`config.mk`:
```
export PLATFORM = sky130hd
export DESIGN_NAME = pcpwm_timer
export DESIGN_NICKNAME = d
export VERILOG_FILES = /design/src/rtl/pcpwm_pkg.sv /design/src/rtl/pcpwm_prescaler.sv /design/src/rtl/pcpwm_updown.sv /design/src/rtl/pcpwm_compare.sv /design/src/rtl/pcpwm_wavegen.sv /design/src/rtl/pcpwm_timer.sv
export SDC_FILE = /design/constraint.sdc
export NUM_CORES = 1
export LEC_CHECK = 0
export BUFFER_PORTS_ARGS = -buffer_cell sky130_fd_sc_hd__buf_2
export CORE_AREA = 2 2 56 97
export CTS_CLUSTER_SIZE = 20
export DETAILED_ROUTE_END_ITERATION = 10
export DIE_AREA = 0 0 58 99
export GPL_TIMING_DRIVEN = 0
export PLACE_DENSITY = 0.65
export SLEW_MARGIN = 0
export SYNTH_ARGS = -nofsm -noshare
export SYNTH_HDL_FRONTEND = slang
export SYNTH_SLANG_ARGS = --single-unit
export TNS_END_PERCENT = 100
```
`constraint.sdc`:
```
create_clock -name clk -period 2.3 [get_ports clk]
set_input_delay 0.345 -clock clk [delete_from_list [all_inputs] [get_ports clk]]
set_output_delay 0.345 -clock clk [all_outputs]
set_load 0.005 [all_outputs]
```
`src/rtl/pcpwm_pkg.sv`:
```
package pcpwm_pkg;
   localparam int SEL_W  = 3;
   localparam int MODE_W = 2;
   localparam int N_SEL  = 1 << SEL_W;

   typedef enum logic [MODE_W-1:0] {
      CO_OFF    = 2'b00,
      CO_RSVD   = 2'b01,
      CO_CLR_UP = 2'b10,
      CO_SET_UP = 2'b11
   } co_mode_e;

   // log2 of the tick ratio for each select code (code 0 unused)
   function automatic int ratio_log2(input int code);
      case (code)
         1:       return 0;
         2:       return 3;
         3:       return 5;
         4:       return 6;
         5:       return 7;
         6:       return 8;
         default: return 10;
      endcase
   endfunction
endpackage

```
`src/rtl/pcpwm_prescaler.sv`:
```
module pcpwm_prescaler
   import pcpwm_pkg::*;
#(
   parameter int PRE_W = 10
) (
   input  logic             clk,
   input  logic             rst_n,
   input  logic [SEL_W-1:0] sel,
   output logic             tick
);
   logic [PRE_W-1:0] pre_q;
   logic [N_SEL-1:0] taps;

   generate
      if (PRE_W < 10) begin : g_bad_width
         $error("pcpwm_prescaler: PRE_W must cover a ratio of 1024");
      end
   endgenerate

   always_ff @(posedge clk or negedge rst_n) begin
      if (!rst_n) pre_q <= '0;
      else        pre_q <= pre_q + PRE_W'(1);
   end

   assign taps[0] = 1'b0;
   generate
      for (genvar i = 1; i < N_SEL; i++) begin : g_tap
         localparam logic [PRE_W-1:0] MASK = PRE_W'((1 << ratio_log2(i)) - 1);
         assign taps[i] = ((pre_q & MASK) == '0);
      end
   endgenerate

   assign tick = taps[sel];
endmodule

```
`src/rtl/pcpwm_updown.sv`:
```
module pcpwm_updown #(
   parameter int W = 8
) (
   input  logic         clk,
   input  logic         rst_n,
   input  logic         tick,
   input  logic         wr,
   input  logic [W-1:0] wr_data,
   output logic [W-1:0] cnt,
   output logic         up
);
   localparam logic [W-1:0] TOP = '1;

   always_ff @(posedge clk or negedge rst_n) begin
      if (!rst_n) begin
         cnt <= '0;
         up  <= 1'b1;
      end else if (wr) begin
         cnt <= wr_data;
      end else if (tick) begin
         if (up && cnt == TOP) begin
            up  <= 1'b0;
            cnt <= cnt - W'(1);
         end else if (!up && cnt == '0) begin
            up  <= 1'b1;
            cnt <= cnt + W'(1);
         end else begin
            cnt <= up ? cnt + W'(1) : cnt - W'(1);
         end
      end
   end


   step_chk: assert property (@(posedge clk) disable iff (!rst_n)
      (tick && !wr) |=> (cnt == $past(cnt) + W'(1)) || (cnt == $past(cnt) - W'(1)));

   hold_chk: assert property (@(posedge clk) disable iff (!rst_n)
      (!tick && !wr) |=> $stable(cnt));

   load_chk: assert property (@(posedge clk) disable iff (!rst_n)
      wr |=> (cnt == $past(wr_data)));
endmodule

```
`src/rtl/pcpwm_compare.sv`:
```
module pcpwm_compare #(
   parameter int W = 8
) (
   input  logic         clk,
   input  logic         rst_n,
   input  logic         tick,
   input  logic         cnt_wr,
   input  logic [W-1:0] cnt,
   input  logic         connected,
   input  logic         cmp_wr,
   input  logic [W-1:0] cmp_data,
   input  logic         flag_clr,
   output logic [W-1:0] cmp_buf,
   output logic         match,
   output logic         top_fix,
   output logic         flag
);
   localparam logic [W-1:0] TOP = '1;

   logic [W-1:0] cmp_act;
   logic         blk;
   logic         ev, top_ev, special;

   assign ev      = tick & ~cnt_wr;
   assign top_ev  = ev & (cnt == TOP);
   assign special = connected & (cmp_act == TOP);
   assign match   = ev & ~blk & (cnt == cmp_act) & ~special;
   assign top_fix = top_ev & special;

   always_ff @(posedge clk or negedge rst_n) begin
      if (!rst_n) begin
         cmp_buf <= '0;
         cmp_act <= '0;
         blk     <= 1'b0;
         flag    <= 1'b0;
      end else begin
         if (cmp_wr) cmp_buf <= cmp_data;
         if (top_ev) cmp_act <= cmp_buf;
         if (cnt_wr)    blk <= 1'b1;
         else if (tick) blk <= 1'b0;
         if (match)         flag <= 1'b1;
         else if (flag_clr) flag <= 1'b0;
      end
   end


   flag_clr_chk: assert property (@(posedge clk) disable iff (!rst_n)
      (flag_clr && !match) |=> !flag);

   block_chk: assert property (@(posedge clk) disable iff (!rst_n)
      ($past(cnt_wr) && tick && !cnt_wr) |-> !match);

   act_load_chk: assert property (@(posedge clk) disable iff (!rst_n)
      (cmp_act != $past(cmp_act)) |-> ($past(cnt) == TOP));
endmodule

```
`src/rtl/pcpwm_wavegen.sv`:
```
module pcpwm_wavegen
   import pcpwm_pkg::*;
(
   input  logic              clk,
   input  logic              rst_n,
   input  logic [MODE_W-1:0] mode,
   input  logic              up,
   input  logic              match,
   input  logic              top_fix,
   output logic              wave_o,
   output logic              wave_oe
);
   logic wave_q;

   always_ff @(posedge clk or negedge rst_n) begin
      if (!rst_n) begin
         wave_q <= 1'b0;
      end else if (mode[1]) begin
         if (top_fix)    wave_q <= ~mode[0];
         else if (match) wave_q <= up ? mode[0] : ~mode[0];
      end
   end

   assign wave_oe = mode[1];
   assign wave_o  = wave_q & wave_oe;


   frozen_chk: assert property (@(posedge clk) disable iff (!rst_n)
      !mode[1] |=> $stable(wave_q));
endmodule

```
`src/rtl/pcpwm_timer.sv`:
```
module pcpwm_timer
   import pcpwm_pkg::*;
#(
   parameter int W     = 8,
   parameter int PRE_W = 10
) (
   input  logic              clk,
   input  logic              rst_n,
   input  logic              cnt_we,
   input  logic [W-1:0]      cnt_wdata,
   input  logic              cmp_we,
   input  logic [W-1:0]      cmp_wdata,
   input  logic [MODE_W-1:0] out_mode,
   input  logic [SEL_W-1:0]  clk_sel,
   input  logic              flag_clr,
   output logic [W-1:0]      cnt_o,
   output logic [W-1:0]      cmp_o,
   output logic              wave_o,
   output logic              wave_oe,
   output logic              cmp_flag
);
   logic tick, up, match, top_fix;

   generate
      if (W < 2) begin : g_bad_w
         $error("pcpwm_timer: W must be at least 2");
      end
   endgenerate

   pcpwm_prescaler #(.PRE_W(PRE_W)) u_pre (
      .clk(clk), .rst_n(rst_n), .sel(clk_sel), .tick(tick)
   );

   pcpwm_updown #(.W(W)) u_cnt (
      .clk(clk), .rst_n(rst_n), .tick(tick), .wr(cnt_we),
      .wr_data(cnt_wdata), .cnt(cnt_o), .up(up)
   );

   pcpwm_compare #(.W(W)) u_cmp (
      .clk(clk), .rst_n(rst_n), .tick(tick), .cnt_wr(cnt_we),
      .cnt(cnt_o), .connected(out_mode[1]), .cmp_wr(cmp_we),
      .cmp_data(cmp_wdata), .flag_clr(flag_clr), .cmp_buf(cmp_o),
      .match(match), .top_fix(top_fix), .flag(cmp_flag)
   );

   pcpwm_wavegen u_wave (
      .clk(clk), .rst_n(rst_n), .mode(out_mode), .up(up),
      .match(match), .top_fix(top_fix), .wave_o(wave_o), .wave_oe(wave_oe)
   );


   stopped_chk: assert property (@(posedge clk) disable iff (!rst_n)
      (clk_sel == '0 && !cnt_we) |=> $stable(cnt_o));
endmodule

```
==> metrics.cfg <==
[run_status]
status = complete, no violations

[synthesis]
synth_top_family_by_area = simple AND/OR/NAND/NOR gates
syn_area_mm2 = 0.002142
synth.net_count = 238
dominantRegCellSynth = dfrtp_1
ys_async_sr_fraction = 1.000
yosys-top-cells-area = dfrtp_1 (43%), mux2_2 (8.4%), xor2_1 (4.5%)
synth_top_area_frac = 0.4322
synth_edf_count = 0
synth_fa_ha_area_frac = 0.02921
synth_compound_area_frac = 0.1209
synth_mux_area_frac = 0.09346
synthSimpleGateAreaFrac = 0.1893
yosysSeqAreaShare = 0.4445
synth_common_cells = dfrtp_1 (37), mux2_2 (16), nor2_1 (14), nand3_1 (13), inv_1 (12)
syn_avg_cell_area_um2 = 10.35
yosys_warnings = 0
synthCells = 207
synth.most_common_cell = dfrtp_1
synth-xor-area-share = 0.06951
ys_ff_latch = 38
synth.distinct_cells = 49
yosys.area.top_type = dfrtp_1

[floorplan]
io_pins = 45
die_w_um = 58
die_y_um = 99
start_util = 0.4341
die_area_mm2 = 0.005742
rows = 34
core-area_mm2 = 0.004935

[global_route]
antenna_found_initial = 0
grtUsageTotal = 0.1933
grt_pass1_wl_um = 8645
grt_pass1_vias = 1819
grt_max_degree = 39
grt-ovfl-total = 0

[placement]
pre_cts_ws_ns = -0.005895
io_buffers = 43
dp_hpwl_um = 3647
place.gp.congestion = 0.8056

[route]
drt-initial-drc-count = 41
ant_nets = 0
drt-total-wl_um = 5086
vias_per_cell = 5.678
drc = 0
vias = 1783
dr.pass1.iters = 4
wl_per_cell_um = 16.20

[worst_setup_path]
arrival_ns = 2.39
cp_max_fo = 9
critPathCaptureType = flip-flop
cp_data_required_time_ns = 2.47
cp_cell_sequence = inv_1, ha_1, nor2b_1, a21boi_0, o32ai_2, and3_1, buf_4, mux2_2
slowest_stage = dfrtp_1
r2r_slack_ns = 0.08
worstSetupPathType = reg -> reg
cp-startpoint = u_pre.pre_q[0]
cp_slowest_stage_delay_ns = 0.41
reg2reg_from = u_pre.pre_q[0]
start_kind = flip-flop

[sta]
setup_ws_ns = 0.07686
finalSetupViolations = 0
maxSlewHeadroom = 0.4290
min_period_over_period = 0.9666
finalSetupTns_ns = 0
max_freq_ghz = 0.4498
maxSlewViolCount = 0
hold_viol = 0
period_minus_slack_ns = 2.223
tightest_slew_ns = 0.8565
finClkSkew_ns = 0.007674

[hold_path]
hold_class = in -> async

[cts]
root_buffer = clkbuf_8
cts.reportedPaths.clkPinSlew_ns = 0.08
cts_max_level = 2
ctsLongestPathBuffers = 2
worstSkewPairLatency_ns = 0.28
cts_tree = yes
cts_inserted_buffers = 5
cts.sinks = 38

[run]
drv_cap = 0

[pwr]
powerDensity_mw_per_mm2 = 658.8
p_leak_nw = 1.186
vdd_ir_drop_max_mv = 0.5453

[layout]
syn2layout_area_growth_pct = 21.14
drive_gt1_frac = 0.3462
num_antenna_cells = 0
nets = 290

cell usage in the layout (no fill, tap or decap), types with 5 or more instances in the layout:
master,count
xnor2_1,6
dfrtp_1,35
a31oi_1,5
nor3_1,7
inv_1,12
ha_1,5
o21ai_0,9
buf_2,46
nor2_1,14
nand3_1,13
mux2_2,16
xor2_1,11
nand2_1,9
clkbuf_8,6
nand4_1,6
worst max-delay path: cells and delay by family (launching register included):
kind,cells,cell delay (ns)
and+or+nand+nor,2,0.38
muxes,1,0.35
DFF,1,0.41
AOI/OAI and AO/OA,2,0.56
adders and majority gates,1,0.13
buffers and inverters,2,0.26
kinds of logic after synthesis:
kind of cell    after synthesis
buf+inv                      23
fa+ha+maj                     5
simple gates                 71
mux                          18
flops                        38
xor+xnor                     17
compound gates               35
final cells by class:
type,instances,area (um^2)
Fill cell,481,2340
Timing Repair Buffer,45,230.2
Multi-Input combinational cell,146,1086
Tap cell,54,67.56
Inverter,12,45.04
Sequential cell,38,954.7
Clock buffer,6,82.58
Clock inverter,2,60.06
Buffer,11,68.82
metrics by stage:
step	hold slack [ns]	cell area [um^2]	util	power (mW)	cells
2_1_floorplan	0.04941	2142	-	0.9022	207
4_1_cts	0.1973	2575	0.5218	1.728	312
3_3_place_gp	0.4631	2425	0.4914	1.007	304
3_5_place_dp	0.4618	2425	0.4914	1.013	304
6_report	0.1621	2595	0.5259	1.710	314
5_1_grt	0.2317	2595	0.5259	1.792	314
where the power goes:
group          switching (mW)  internal [mW]  total (mW)
combinational           0.139          0.117       0.256
clock                   0.239          0.463       0.702
sequential             0.0465          0.705       0.751
sequential cells by signal, summed over array words and instances, names as in the netlist:
signal / cells
u_pre.pre_q: 10
u_cmp.cmp_act: 8
u_cmp.cmp_buf: 8
u_cnt.cnt: 8
u_cmp.blk: 1
u_cmp.flag: 1
u_cnt.up: 1
u_wave.wave_q: 1
routing by layer:
layer  wire length, um  track usage  vias to the layer above
met5                 0            0                        -
met4               206       0.1055                        0
met3               184      0.03412                       17
met2              2694       0.3269                       58
met1              2000       0.2253                      859
li1                  -            -                      849
final timing paths:
path	endpoint	depth (start not counted)
max in group asynchronous	u_cnt.cnt[1]	1
worst max-delay path	u_cmp.cmp_act[4]	8
min in group clk	u_cmp.flag	2
worst min register to register	u_pre.pre_q[9]	1
worst max register to register	u_cmp.cmp_act[4]	8
worst min-delay path	u_cmp.cmp_act[0]	1
what timing repair did:
item	in CTS	in global routing
resized for setup	1	4
buffers inserted	0	2
endpoints found under the setup margin	8	13
pin swaps	0	1
hold buffers	0	0
Power figures use the tool's default switching activity.
